===== src/rtl/fetch_pkg.sv =====
package fetch_pkg;
  localparam int INSTR_W = 16;
  localparam int NUM_THR = 2;
  localparam logic [3:0] OP_JUMP = 4'hC;
  localparam logic [3:0] OP_BZL  = 4'hD;

  typedef struct packed {
    logic redirect;
    logic advance;
  } thrStrobe_t;

  typedef struct packed {
    thrStrobe_t [NUM_THR-1:0] thr;
    logic                     cntInc;
    logic                     cntDec;
  } ctlStrobe_t;
endpackage


===== src/rtl/fetch_ctrl.sv =====
module fetch_ctrl
  import fetch_pkg::*;
(
  input  logic [NUM_THR-1:0] stall,
  input  logic               resValid,
  input  logic               resTid,
  input  logic               resTaken,
  input  logic               resMispredict,
  output ctlStrobe_t         ctl
);
  logic [NUM_THR-1:0] redirectHit;

  for (genvar t = 0; t < NUM_THR; t++) begin : g_thr
    assign redirectHit[t]     = resValid && resMispredict && (resTid == t[0]);
    assign ctl.thr[t].redirect = redirectHit[t];
    assign ctl.thr[t].advance  = !stall[t] && !redirectHit[t];
  end

  assign ctl.cntInc = resValid && resTaken;
  assign ctl.cntDec = resValid && !resTaken;
endmodule


===== src/rtl/fetch_pred.sv =====
module fetch_pred
  import fetch_pkg::*;
#(
  parameter int ADDR_W  = 32,
  parameter int ENTRIES = 64
) (
  input  logic                           clk,
  input  logic                           rst_n,
  input  logic [NUM_THR-1:0][ADDR_W-1:0] rdPc,
  output logic [NUM_THR-1:0]             rdTaken,
  input  logic [ADDR_W-1:0]              wrPc,
  input  logic                           cntInc,
  input  logic                           cntDec
);
  localparam int IDX_W = (ENTRIES > 1) ? $clog2(ENTRIES) : 1;

  logic [1:0] cntTable [ENTRIES];
  logic [IDX_W-1:0] wrIdx;

  assign wrIdx = wrPc[IDX_W:1];

  for (genvar t = 0; t < NUM_THR; t++) begin : g_rd
    logic [IDX_W-1:0] rdIdx;
    assign rdIdx      = rdPc[t][IDX_W:1];
    assign rdTaken[t] = cntTable[rdIdx][1];
  end

  for (genvar e = 0; e < ENTRIES; e++) begin : g_ent
    always_ff @(posedge clk or negedge rst_n) begin
      if (!rst_n) begin
        cntTable[e] <= 2'd1;
      end else if (wrIdx == e[IDX_W-1:0]) begin
        if (cntInc && cntTable[e] != 2'd3) cntTable[e] <= cntTable[e] + 2'd1;
        else if (cntDec && cntTable[e] != 2'd0) cntTable[e] <= cntTable[e] - 2'd1;
      end
    end
  end
endmodule


===== src/rtl/fetch_dp.sv =====
module fetch_dp
  import fetch_pkg::*;
#(
  parameter int                ADDR_W    = 32,
  parameter logic [ADDR_W-1:0] RESET_PC0 = '0,
  parameter logic [ADDR_W-1:0] RESET_PC1 = 'h800
) (
  input  logic                            clk,
  input  logic                            rst_n,
  input  ctlStrobe_t                      ctl,
  output logic [ADDR_W-1:0]               imemAddr,
  input  logic [INSTR_W-1:0]              imemData,
  input  logic [ADDR_W-1:0]               resTarget,
  input  logic [NUM_THR-1:0]              predTaken,
  output logic [NUM_THR-1:0][ADDR_W-1:0]  pcCur,
  output logic [NUM_THR-1:0]              fetchValid,
  output logic [NUM_THR-1:0][INSTR_W-1:0] fetchInstr,
  output logic [NUM_THR-1:0][ADDR_W-1:0]  fetchPc,
  output logic [NUM_THR-1:0]              fetchPredTaken,
  output logic [NUM_THR-1:0]              linkReq
);
  logic [INSTR_W-1:0] highPhaseWord;

  // Thread 0 owns the high phase, thread 1 the low phase.
  assign imemAddr = clk ? pcCur[0] : pcCur[1];

  // Word fetched for thread 0 is parked at the falling edge.
  always_ff @(negedge clk) begin
    highPhaseWord <= imemData;
  end

  for (genvar t = 0; t < NUM_THR; t++) begin : g_thr
    localparam logic [ADDR_W-1:0] START_PC = (t == 0) ? RESET_PC0 : RESET_PC1;

    logic [INSTR_W-1:0] curWord;
    logic               isJump;
    logic               isBzl;
    logic [ADDR_W-1:0]  jumpOfs;
    logic [ADDR_W-1:0]  bzlOfs;
    logic               followTarget;
    logic [ADDR_W-1:0]  targetPc;
    logic [ADDR_W-1:0]  nextPc;

    assign curWord      = (t == 0) ? highPhaseWord : imemData;
    assign isJump       = curWord[15:12] == OP_JUMP;
    assign isBzl        = curWord[15:12] == OP_BZL;
    assign jumpOfs      = {{(ADDR_W-12){curWord[11]}}, curWord[11:0]};
    assign bzlOfs       = {{(ADDR_W-8){curWord[7]}}, curWord[7:0]};
    assign followTarget = isJump || (isBzl && predTaken[t]);
    assign targetPc     = pcCur[t] + (isJump ? jumpOfs : bzlOfs);
    assign nextPc       = followTarget ? targetPc : pcCur[t] + ADDR_W'(2);

    always_ff @(posedge clk or negedge rst_n) begin
      if (!rst_n) begin
        pcCur[t]          <= START_PC;
        fetchValid[t]     <= 1'b0;
        fetchInstr[t]     <= '0;
        fetchPc[t]        <= '0;
        fetchPredTaken[t] <= 1'b0;
        linkReq[t]        <= 1'b0;
      end else if (ctl.thr[t].redirect) begin
        pcCur[t]          <= resTarget;
        fetchValid[t]     <= 1'b0;
        fetchPredTaken[t] <= 1'b0;
        linkReq[t]        <= 1'b0;
      end else if (ctl.thr[t].advance) begin
        pcCur[t]          <= nextPc;
        fetchValid[t]     <= 1'b1;
        fetchInstr[t]     <= curWord;
        fetchPc[t]        <= pcCur[t];
        fetchPredTaken[t] <= followTarget;
        linkReq[t]        <= isBzl && predTaken[t];
      end
    end
  end
endmodule


===== src/rtl/dual_thread_fetch.sv =====
module dual_thread_fetch
  import fetch_pkg::*;
#(
  parameter int                ADDR_W       = 32,
  parameter int                PRED_ENTRIES = 64,
  parameter logic [ADDR_W-1:0] RESET_PC0    = '0,
  parameter logic [ADDR_W-1:0] RESET_PC1    = 'h800
) (
  input  logic                            clk,
  input  logic                            rst_n,
  output logic [ADDR_W-1:0]               imemAddr,
  input  logic [INSTR_W-1:0]              imemData,
  input  logic [NUM_THR-1:0]              stall,
  input  logic                            resValid,
  input  logic                            resTid,
  input  logic [ADDR_W-1:0]               resPc,
  input  logic                            resTaken,
  input  logic [ADDR_W-1:0]               resTarget,
  input  logic                            resMispredict,
  output logic [NUM_THR-1:0]              fetchValid,
  output logic [NUM_THR-1:0][INSTR_W-1:0] fetchInstr,
  output logic [NUM_THR-1:0][ADDR_W-1:0]  fetchPc,
  output logic [NUM_THR-1:0]              fetchPredTaken,
  output logic [NUM_THR-1:0]              linkReq
);
  ctlStrobe_t                     ctl;
  logic [NUM_THR-1:0][ADDR_W-1:0] pcCur;
  logic [NUM_THR-1:0]             predTaken;

  fetch_ctrl u_ctrl (
    .stall(stall), .resValid(resValid), .resTid(resTid),
    .resTaken(resTaken), .resMispredict(resMispredict), .ctl(ctl)
  );

  fetch_pred #(.ADDR_W(ADDR_W), .ENTRIES(PRED_ENTRIES)) u_pred (
    .clk(clk), .rst_n(rst_n), .rdPc(pcCur), .rdTaken(predTaken),
    .wrPc(resPc), .cntInc(ctl.cntInc), .cntDec(ctl.cntDec)
  );

  fetch_dp #(.ADDR_W(ADDR_W), .RESET_PC0(RESET_PC0), .RESET_PC1(RESET_PC1)) u_dp (
    .clk(clk), .rst_n(rst_n), .ctl(ctl), .imemAddr(imemAddr),
    .imemData(imemData), .resTarget(resTarget), .predTaken(predTaken),
    .pcCur(pcCur), .fetchValid(fetchValid), .fetchInstr(fetchInstr),
    .fetchPc(fetchPc), .fetchPredTaken(fetchPredTaken), .linkReq(linkReq)
  );
endmodule


===== config.mk =====
export PLATFORM = sky130hd
export DESIGN_NAME = dual_thread_fetch
export DESIGN_NICKNAME = d
export VERILOG_FILES = /design/src/rtl/fetch_pkg.sv /design/src/rtl/fetch_ctrl.sv /design/src/rtl/fetch_pred.sv /design/src/rtl/fetch_dp.sv /design/src/rtl/dual_thread_fetch.sv
export SDC_FILE = /design/constraint.sdc
export NUM_CORES = 1
export LEC_CHECK = 0
export CAP_MARGIN = 20
export CORE_UTILIZATION = 25
export DETAILED_ROUTE_END_ITERATION = 8
export PLACE_DENSITY_LB_ADDON = 0.1
export SYNTH_ARGS = -nofsm -noshare
export SYNTH_HDL_FRONTEND = slang
export SYNTH_HIERARCHICAL = 1
export SYNTH_SLANG_ARGS = --single-unit

===== constraint.sdc =====
create_clock -name clk -period 4.6 [get_ports clk]
set_clock_uncertainty 0.05 [all_clocks]
set_input_delay 0.69 -clock clk [delete_from_list [all_inputs] [get_ports clk]]
set_output_delay 0.69 -clock clk [all_outputs]
set_load 0.005 [all_outputs]

[Yosys cells after proc, flatten, opt, wreduce, memory -nomap -nowiden]
Cells that the tools add are included.
Word-level totals
  bits in registers: 310
  bits of input ports: 88
  output and inout port bits: 134
  word-level logic and storage cells: 843
Cells by class
  $add $sub $neg: 132
  order comparisons: 2
  equality and inequality tests: 131
  multiplexer cells: 155
  bitwise operators: 5
  reduce and logical (&&, ||, !) cells: 341
Operators with widths (count)
  two-way mux 32 bit: 9
  two-way mux 2 bit: 132
  nonzero test 2 bit: 130
  equality test 6 bit, second input constant: 32
  logical AND 1 bit: 137
  AND reduction 2 bit: 66
  adder 2 x 1 -> 2 bit, second input constant: 64
  != test 2 bit, second input constant: 64
  subtractor 2 x 1 -> 2 bit, second input constant: 64
  equality test 6 x 5 -> 1 bit, second input constant: 16
  adder 32 x 2 -> 32 bit, second input constant: 2
  adder 32 bit: 2
  equality test 6 x 4 -> 1 bit, second input constant: 8
  binary-select mux 2 bit (select 6 bit): 2
  equality test 6 x 3 -> 1 bit, second input constant: 4
  equality test 4 bit, second input constant: 4
  >= comparator 7 bit, second input constant: 2
  NOT 6 -> 7 bit: 2
  equality test 6 x 2 -> 1 bit, second input constant: 2
  two-way mux 1 bit: 12
  equality test 6 x 1 -> 1 bit, second input constant: 1
  zero test 6 bit: 1
  zero test 1 bit: 5
  NOT 1 bit: 3
  logical OR 1 bit: 2

[Longest topological paths before layout]
  depth in word-level cells: 9
  gate-level depth with buffers: 16
  depth with buffers taken out: 15

[Hierarchy]
The synthesis kept the hierarchy.
Modules (own cells, without submodules)
  fetch_dp: instances 1, cells an instance 1561, area each 12484.5 um^2, sequential area each 4475.5 um^2
  fetch_pred: instances 1, cells an instance 924, area each 8255.4 um^2, sequential area each 3283.1 um^2
  fetch_ctrl: instances 1, cells an instance 6, area each 42.5 um^2, sequential area each 0.0 um^2

==> impl_metrics.toml <==
[power_and_ir_drop]
clkPwrFrac_pct = 39.0
ir_worst_vdd_mv = 0.343
powerDensity_mw_per_mm2 = 487
p_sw_share_pct = 37.1
seqPwrFrac_pct = 28.8
power.internal_mw = 8.49
netSwitchingPower_mw = 5.00
combPwrFrac_pct = 32.2
p_leak_nw = 11.5

[flow_run]
drv_cap = 0

[sta]
hold_viol = 0
drv_slew = 0
max_slew.worst_pin.slew_ns = 1.11
setup_viol = 25
fin_ws_ns = -0.971
max-slew-margin-rel_pct = 26.1
rsz0062_at_grt = "true"
whs_ns = 0.420

[synthesis]
syn_area_sq_mm = 0.0208
synth_nets = 2651
synth-edff-count = 0
syn-instance-count = 2491
yosys_warnings = 6
syn_area_per_cell_sq_um = 8.34
synth_area_leaders = "dfrtp_1 (28%), dfstp_2 (8.2%), a21oi_1 (7.4%), nand2_1 (7.3%), nor2_1 (4.8%)"
post-synth-top-count-cell = "nand2_1"
synth-main-ff-cell = "dfrtp_1"
synth-async-reset-ratio_pct = 94.8
yosysTopAreaCell = "dfrtp_1"
yosys.area.top_type_share_pct = 27.6
synth_cell_types = 95
synth_common_cells = "nand2_1 (405), a21oi_1 (309), nor2_1 (263)"
yosysSeqAreaShare_pct = 37.3
ys_ff_latch = 310

[final_layout]
fin_area_sq_mm = 0.0277
fillCellCount = 8493
area_delta_synth_final_pct = 33.4
drive_above_1_share_pct = 19.3
seq_area_sq_mm = 0.00776
fin_util_pct = 33.8
multi_input_area_sq_mm = 0.0131
fin_nets = 2956

[place]
post-dp-hpwl_mm = 60.2
port_buffers = 195
dpl_cell_area_sq_mm = 0.0250
gp_congestion = 0.847
place_ws_ns = -1.01

[setup_path]
path_class = "flip-flop to flip-flop"
critPathMaxFanout = 5
start_kind = "flip-flop"
crit-reg2reg-launch = "u_dp/g_thr[0].curWord[14]$_DFF_N_"
crit_arrival_ns = 6.09
crit_required_ns = 5.12
cp-startpoint = "u_dp/g_thr[0].curWord[14]$_DFF_N_"
cp-end-kind = "flip-flop"

[global_routing]
grt_pass1_vias = 20800
grt_pass1_wl_mm = 128
grt_usage_pct = 19.6
gr-total-overflow = 0
grt_max_degree = 193
antenna_found_initial = 1

[route]
totalWireLength_mm = 84.2
ant_nets = 0
drt_pre_antenna_iters = 5
wl_per_cell_um = 21.6
via_count = 20400
drt_iter0_markers = 1051
drcViolationCount = 0
vias_per_cell = 5.21

[floorplan]
coreArea_sq_mm = 0.0821
start_util_pct = 25.3
die_w_um = 290
ios = 222
dieArea_sq_mm = 0.0843
die-height_um = 290
rows = 105

[clock_tree]
clk_pin_slew_ns = 0.05
cts_tree = "yes"
clock_latency_ns = 0.76

[hold_path]
hp-class = "flip-flop to flip-flop"
min-delay-start = "u_dp/fetchInstr[5]$_DFFE_PN0P_"

[outcome]
violations = "negative setup slack"
status = "finished, violations left"
final cells by class:
| class | instances | area share [%] |
|---|---|---|
| clock inverters | 35 | 0.930 |
| multi-input cells | 2001 | 47.1 |
| inverters | 27 | 0.375 |
| clock buffers | 111 | 6.98 |
| repair buffers | 352 | 11.7 |
| diodes | 1 | 0.00903 |
| well taps | 1070 | 4.83 |
| flip-flops and latches | 310 | 28.0 |
flip-flops by register name (all words and copies together) (netlist names):
register             flops
u_pred/cntTable        128
u_dp/fetchPc            64
u_dp/pcCur              64
u_dp/fetchInstr         32
u_dp/g_thr.curWord      16
u_dp/fetchPredTaken      2
u_dp/fetchValid          2
u_dp/linkReq             2
layout by cell type (no fill, tap or decap), types with 12 or more instances in the layout:
master / synthesis / final
o22ai_1: 20 / 18
mux2i_1: 19 / 19
buf_6: 0 / 14
nand3b_1: 67 / 67
clkbuf_16: 0 / 60
nor2_1: 263 / 256
and3_1: 18 / 17
ha_1: 70 / 55
a21o_1: 53 / 53
a21oi_1: 309 / 292
nor2b_1: 76 / 73
xor2_1: 28 / 26
nand2_1: 405 / 397
a21oi_2: 3 / 17
o21ai_1: 56 / 55
inv_1: 25 / 39
nor3_1: 19 / 19
clkdlybuf4s50_1: 0 / 194
xnor2_1: 33 / 26
clkbuf_1: 114 / 15
buf_4: 4 / 162
nor2_4: 8 / 14
dfrtp_1: 229 / 229
mux2_2: 31 / 31
nand4_1: 22 / 22
a22o_1: 65 / 65
ha_4: 0 / 14
a211oi_1: 22 / 14
nand3_1: 55 / 50
o221ai_1: 13 / 12
o21ai_0: 137 / 128
dfstp_2: 65 / 65
nand2b_1: 15 / 14
mux4_2: 32 / 32
worst max-delay path, cell delays in order (launching register included):
cell	delay [ns]
dfxtp_2	0.33
nand2_2	0.05
or2_4	0.28
o21ai_4	0.20
buf_4	0.15
buf_12	0.11
nand2_8	0.07
ha_2	0.34
and3_4	0.18
nor2b_2	0.14
a21oi_2	0.09
or4_4	0.53
a31oi_4	0.17
a31oi_1	0.12
mux2i_1	0.16
a21oi_1	0.08
power groups by stage:
stage	registers, mW	logic (mW)	clock network [mW]
after floorplan	3.60	2.37	0.435
after detailed placement	3.94	4.00	0.718
final	3.88	4.34	5.26
after CTS	3.91	4.28	5.49
after global placement	3.92	3.98	0.718
after global routing	3.96	4.75	5.59
kinds of logic (layout without fill, tap and decap cells):
family / count (synthesis) / count (layout) / synth area share [%]
buffers and inverters: 181 / 525 / 3.43
adders and majority gates: 72 / 72 / 4.41
xor gates and xnor gates: 61 / 61 / 2.57
other: 0 / 1 / 0
DFF: 310 / 310 / 37.3
muxes: 82 / 82 / 6.06
and+or+nand+nor: 1014 / 1015 / 23.3
AOI/OAI and AO/OA: 771 / 771 / 22.9
routing by layer:
metal	track usage (%)	part of all wire (%)
met1	24.4	43
met5	0	0
met3	3.79	4.8
met2	33.3	48
met4	7.80	3.4
worst paths after layout:
kind	cells past startpoint	end	slack, ns
worst max-delay path	15	u_dp/pcCur[30]$_DFFE_PN0P_	-0.97
min in group asynchronous	2	u_dp/fetchPc[30]$_DFFE_PN0P_	0.57
worst min register to register	2	u_dp/fetchInstr[5]$_DFFE_PN0P_	0.42
worst max register to register	15	u_dp/pcCur[30]$_DFFE_PN0P_	-0.97
worst min-delay path	2	u_dp/fetchInstr[5]$_DFFE_PN0P_	0.42
max in group asynchronous	3	u_dp/pcCur[43]$_DFFE_PN1P_	2.96
timing repair:
action	4_1_cts	5_1_grt
setup endpoints to repair	27	27
buffers inserted	23	10
hold endpoints to repair	27	0
gates cloned	1	0
hold buffers	1	0
pin swaps	66	38
resized for setup	102	27
per-stage QoR:
step / cells / total power, mW / setup TNS (ns)
floorplan: 2491 / 6.41 / -10.44
CTS: 3898 / 13.7 / -18.86
detailed placement: 3772 / 8.65 / -20.24
global route: 3906 / 14.3 / -22.44
finish: 3907 / 13.5 / -18.66
global placement: 3772 / 8.62 / -19.00
No activity file was read; power rests on OpenSTA's default activity.
